--- config.mk ---
export PLATFORM = sky130hd
export DESIGN_NAME = ahb_addr_decoder
export DESIGN_NICKNAME = d
export VERILOG_FILES = /design/src/rtl/ahbdec_pkg.sv /design/src/rtl/ahbdec_ctrl.sv /design/src/rtl/ahbdec_path.sv /design/src/rtl/ahb_addr_decoder.sv
export SDC_FILE = /design/constraint.sdc
export NUM_CORES = 1
export LEC_CHECK = 0
export ABC_AREA = 1
export CORE_AREA = 8 8 45 47
export CTS_CLUSTER_SIZE = 12
export DETAILED_ROUTE_END_ITERATION = 7
export DIE_AREA = 0 0 53 55
export GPL_TIMING_DRIVEN = 0
export PLACE_DENSITY = 0.67
export SLEW_MARGIN = 5
export SYNTH_ARGS = -nofsm -noshare
export SYNTH_HDL_FRONTEND = slang
export SYNTH_SLANG_ARGS = --single-unit
--- constraint.sdc ---
create_clock -name hClk -period 1.2 [get_ports hClk]
set_clock_uncertainty 0.2 [all_clocks]
set_input_delay 0.3 -clock hClk [delete_from_list [all_inputs] [get_ports hClk]]
set_output_delay 0.3 -clock hClk [all_outputs]
set_load 0.03 [all_outputs]
--- src/rtl/ahbdec_pkg.sv ---
package ahbdec_pkg;

  typedef enum logic [1:0] {
    TR_IDLE   = 2'b00,
    TR_BUSY   = 2'b01,
    TR_NONSEQ = 2'b10,
    TR_SEQ    = 2'b11
  } htrans_e;

  typedef enum logic [1:0] {
    RSP_OKAY  = 2'b00,
    RSP_ERROR = 2'b01,
    RSP_RETRY = 2'b10,
    RSP_SPLIT = 2'b11
  } hresp_e;

  typedef enum logic [1:0] {
    DS_IDLE = 2'b00,
    DS_ERR1 = 2'b01,
    DS_ERR2 = 2'b10
  } dsState_e;

  // strobes from the responder control to the response datapath
  typedef struct packed {
    logic holdLow;  // stretch the transfer (first error cycle)
    logic flagErr;  // drive ERROR on the response lines
  } rspStrobe_t;

endpackage

--- src/rtl/ahbdec_ctrl.sv ---
module ahbdec_ctrl
  import ahbdec_pkg::*;
(
  input  logic       clk,
  input  logic       rstN,
  input  logic       hReady,
  input  logic [1:0] hTrans,
  input  logic       selDefault,
  output rspStrobe_t strobe
);

  dsState_e state;
  dsState_e stateNext;
  logic     acceptErr;

  // an active transfer to the unmapped space, taken only on a ready cycle
  assign acceptErr = hReady && selDefault &&
                     ((hTrans == TR_NONSEQ) || (hTrans == TR_SEQ));

  always_comb begin
    stateNext = state;
    unique case (state)
      DS_IDLE: stateNext = acceptErr ? DS_ERR1 : DS_IDLE;
      DS_ERR1: stateNext = DS_ERR2;
      DS_ERR2: stateNext = acceptErr ? DS_ERR1 : DS_IDLE;
      default: stateNext = DS_IDLE;
    endcase
  end

  always_ff @(posedge clk or negedge rstN) begin
    if (!rstN) state <= DS_IDLE;
    else       state <= stateNext;
  end

  always_comb begin
    strobe.holdLow = (state == DS_ERR1);
    strobe.flagErr = (state != DS_IDLE);
  end

endmodule

--- src/rtl/ahbdec_path.sv ---
module ahbdec_path
  import ahbdec_pkg::*;
#(
  parameter int ADDR_W   = 32,
  parameter int N_REGION = 2,
  parameter logic [N_REGION-1:0][ADDR_W-1:0] REGION_BASE = '0,
  parameter logic [N_REGION-1:0][5:0]        REGION_LOG2 = '0
) (
  input  logic [ADDR_W-1:0]   hAddr,
  input  rspStrobe_t          strobe,
  output logic [N_REGION-1:0] regionSel,
  output logic                selDefault,
  output logic                readyOut,
  output logic [1:0]          resp
);

  logic [N_REGION-1:0] hit;

  for (genvar i = 0; i < N_REGION; i++) begin : g_region
    localparam int SPAN = int'(REGION_LOG2[i]);
    localparam logic [ADDR_W-1:0] BASE = REGION_BASE[i];
    assign hit[i] = ((hAddr >> SPAN) == (BASE >> SPAN));
  end

  // lowest index wins, so the selects stay one-hot even if a map overlaps
  always_comb begin
    regionSel = '0;
    for (int i = N_REGION - 1; i >= 0; i--) begin
      if (hit[i]) begin
        regionSel    = '0;
        regionSel[i] = 1'b1;
      end
    end
  end

  assign selDefault = ~|hit;
  assign readyOut   = ~strobe.holdLow;
  assign resp       = strobe.flagErr ? RSP_ERROR : RSP_OKAY;

endmodule

--- src/rtl/ahb_addr_decoder.sv ---
module ahb_addr_decoder
  import ahbdec_pkg::*;
#(
  parameter int          ADDR_W    = 32,
  parameter logic [31:0] MEM_BASE  = 32'hC200_0000,
  parameter int          MEM_LOG2  = 20,
  parameter logic [31:0] PERI_BASE = 32'hC210_0000,
  parameter int          PERI_LOG2 = 20
) (
  input  logic              hClk,
  input  logic              hResetN,
  input  logic [ADDR_W-1:0] hAddr,
  input  logic [1:0]        hTrans,
  input  logic              hReady,
  output logic              selMem,
  output logic              selPeri,
  output logic              selDefault,
  output logic              dfltReadyOut,
  output logic [1:0]        dfltResp
);

  localparam int N_REGION = 2;
  localparam logic [N_REGION-1:0][ADDR_W-1:0] BASES =
    {PERI_BASE[ADDR_W-1:0], MEM_BASE[ADDR_W-1:0]};
  localparam logic [N_REGION-1:0][5:0] LOG2S =
    {6'(PERI_LOG2), 6'(MEM_LOG2)};

  rspStrobe_t          strobe;
  logic [N_REGION-1:0] regionSel;
  logic                dfltSel;

  ahbdec_path #(
    .ADDR_W     (ADDR_W),
    .N_REGION   (N_REGION),
    .REGION_BASE(BASES),
    .REGION_LOG2(LOG2S)
  ) u_path (
    .hAddr     (hAddr),
    .strobe    (strobe),
    .regionSel (regionSel),
    .selDefault(dfltSel),
    .readyOut  (dfltReadyOut),
    .resp      (dfltResp)
  );

  ahbdec_ctrl u_ctrl (
    .clk       (hClk),
    .rstN      (hResetN),
    .hReady    (hReady),
    .hTrans    (hTrans),
    .selDefault(dfltSel),
    .strobe    (strobe)
  );

  assign selMem     = regionSel[0];
  assign selPeri    = regionSel[1];
  assign selDefault = dfltSel;

endmodule

==> results.cfg <==
[status]
outcome = finished with violations
violations = setup timing

[worst_setup_path]
slowest_stage = dfrtp_1
crit_fanout = 2
setup.worst_path.start = u_ctrl.state[1]$_DFF_PN0_
cp.required_ps = 700
crit_cells = 2
cp_top_family = flip-flops
r2r_cells = 3
r2r-start = u_ctrl.state[0]$_DFF_PN0_
critPathKind = reg -> out
slowest_delay_ps = 370
path_buf_inv = 1
worstPathArrival_ps = 980
crit_path_end_kind = primary output
worstPathCellList = or2_4, buf_6
start_kind = flop

[placement]
gp_congestion = 0.631
port_buffers = 20
dp_hpwl_um = 598

[sta]
fin_ws_ps = -281
maxSlewViolCount = 0
tns_ps = -1220
rsz0062_at_grt = yes
finalCritPeriodShare_pct = 123
hold_viol_final = 0
max_clock_freq_mhz = 675
setup_viol = 5
period_minus_slack_ps = 1480

[detailed_routing]
drtIter0Drc = 5
ant_nets = 0
drc = 0
wl_um = 673
vias_per_cell = 3.56
vias = 249
wire_per_inst_um = 9.61
drt_first_pass_iters = 4

[finish]
seq_area_sq_um = 50.0
largest_reg_flops = 2
largest_registers = u_ctrl.state x2
syn_to_final_growth_pct = 196
fillers = 151
nets = 93
final_core_util_pct = 37.3
layout-drive-gt1-share_pct = 74.1
top_register = u_ctrl.state
diodes = 0
multiInputGateArea_sq_um = 150

[logic_synthesis]
netlist_instances = 31
yosysWarnings = 0
synth.avg_cell_area_sq_um = 5.61
yosysTopAreaCellShare_pct = 28.8
synth_largest_area_cell = dfrtp_1
synth_area_sq_um = 174
ys_ff_latch = 2
ys_top_cells_by_area = dfrtp_1, inv_1, nand2_1
synth_nets = 68
synth_cell_types = 9
ys_seq_area_share_pct = 28.8

[pwr]
combPwrFrac_pct = 37.2
vdd_drop_max_v = 0.000219
leakagePower_nw = 0.255
clock_power_share_pct = 41.7
netSwitchingPower_uw = 100
p_int_uw = 251
seqPwrFrac_pct = 21.1
sw_frac_of_total_pct = 28.5
pwr_density_cell_nw_per_um2 = 682

[floorplanning]
die_h_um = 55
die_area_sq_um = 2920
ios = 43
start_util_pct = 12.6
die_w_um = 53
placementRows = 14
core_area_sq_um = 1380

[clock_network]
cts_num_sinks = 2
cts_setup_buffers = 0
holdBufCountCts = 0
cts_buffers = 3
clk_latency_ps = 220
clockBufferDepth = 2
cts_tree = done
cts_root_buf = clkbuf_4
clkTransAtPathRegs_ps = 30
htreeDepth = 1

[global_route]
grt_start_max_net_pins = 5
grt_pass1_vias = 269
overflow = 0
antenna_found_initial = 0
grtUsageTotal_pct = 5.30
grt_pass1_wl_mm = 1.09

[flow_run]
drv_cap = 0

[hold_path]
min_path_type = in -> async
==> worst register-to-register path, cell delays in order (launching register included) <==
cell and delay (ps):
dfrtp_1 380, nor2_1 110, nand2_1 70, inv_1 50
==> power groups by stage <==
stage / Sequential (mW) / Clock [mW] / Combinational, mW
6_report: 0.0743 / 0.147 / 0.131
4_1_cts: 0.0739 / 0.158 / 0.130
5_1_grt: 0.0746 / 0.171 / 0.140
2_1_floorplan: 0.0743 / 0 / 0.0599
3_3_place_gp: 0.0745 / 0 / 0.131
3_5_place_dp: 0.0747 / 0 / 0.133
==> routing by layer <==
layer  vias to the layer above  wire length [um]  GRT usage [%]
met4                         0                 0           5.17
met5                         -                 0              0
met1                       109               209           4.25
li1                        127                 -              -
met2                        13               404           9.38
met3                         0                59           2.41
==> cell usage after synthesis <==
master	count
conb_1	1
nor2_1	6
nand2_1	7
dfrtp_1	2
buf_4	1
nand3_2	1
nor2_2	1
inv_1	11
or2_2	1
==> per-stage QoR <==
stage | power (mW) | hold slack, ps | std cells | setup slack (ps) | area (sq um)
after CTS | 0.362 | 36.0 | 70 | -291 | 505
after global placement | 0.205 | 225 | 67 | -1300 | 492
final | 0.352 | 43.6 | 70 | -281 | 515
after global routing | 0.386 | 33.7 | 70 | -316 | 515
after floorplan | 0.134 | -196 | 31 | -200 | 272
after detailed placement | 0.208 | 240 | 67 | -1300 | 492
==> final timing paths <==
path / end / slack [ps]
worst min register to register: u_ctrl.state[1]$_DFF_PN0_ / 240
worst min-delay path: u_ctrl.state[1]$_DFF_PN0_ / 40
worst max-delay path: dfltResp[0] / -280
worst max register to register: u_ctrl.state[0]$_DFF_PN0_ / 340
max in group asynchronous: u_ctrl.state[0]$_DFF_PN0_ / 640
min in group hClk: u_ctrl.state[1]$_DFF_PN0_ / 240
==> cells in the final DEF (no fill, tap or decap) <==
cell type        netlist  routed
nand3_4                0       1
inv_4                  0       2
inv_6                  0       2
inv_2                  0       1
clkinv_4               0       1
dlygate4sd2_1          0       1
buf_2                  0       5
clkdlybuf4s50_1        0       3
nor2_1                 6       1
inv_1                 11       4
buf_4                  1       1
nand2_4                0       3
dfrtp_1                2       2
nor2_4                 0       5
inv_12                 0       1
buf_6                  0      10
nor2_2                 1       1
nand2_1                7       2
or2_4                  0       1
nand2_2                0       2
conb_1                 1       1
clkbuf_4               0       3
buf_8                  0       1
==> layout make-up <==
class / count / share of cell area, %
timing repair buffer: 20 / 37.1
tap: 16 / 3.88
multi-input combinational: 17 / 29.1
clock buffer: 3 / 4.37
buffer: 1 / 1.46
inverter: 11 / 14.3
sequential: 2 / 9.71
==> cells by family after synthesis <==
group / Yosys count / share of synthesized area [%]
simple gates: 16 / 41.0
buf+inv: 12 / 28.1
flops: 2 / 28.8
other cells: 1 / 2.16
==> timing repair <==
item                                    in CTS  in global routing
resized for setup                           87                  4
endpoints found under the setup margin       6                  5
pin swaps                                   10                  4
(Power assumes the default switching activity.)
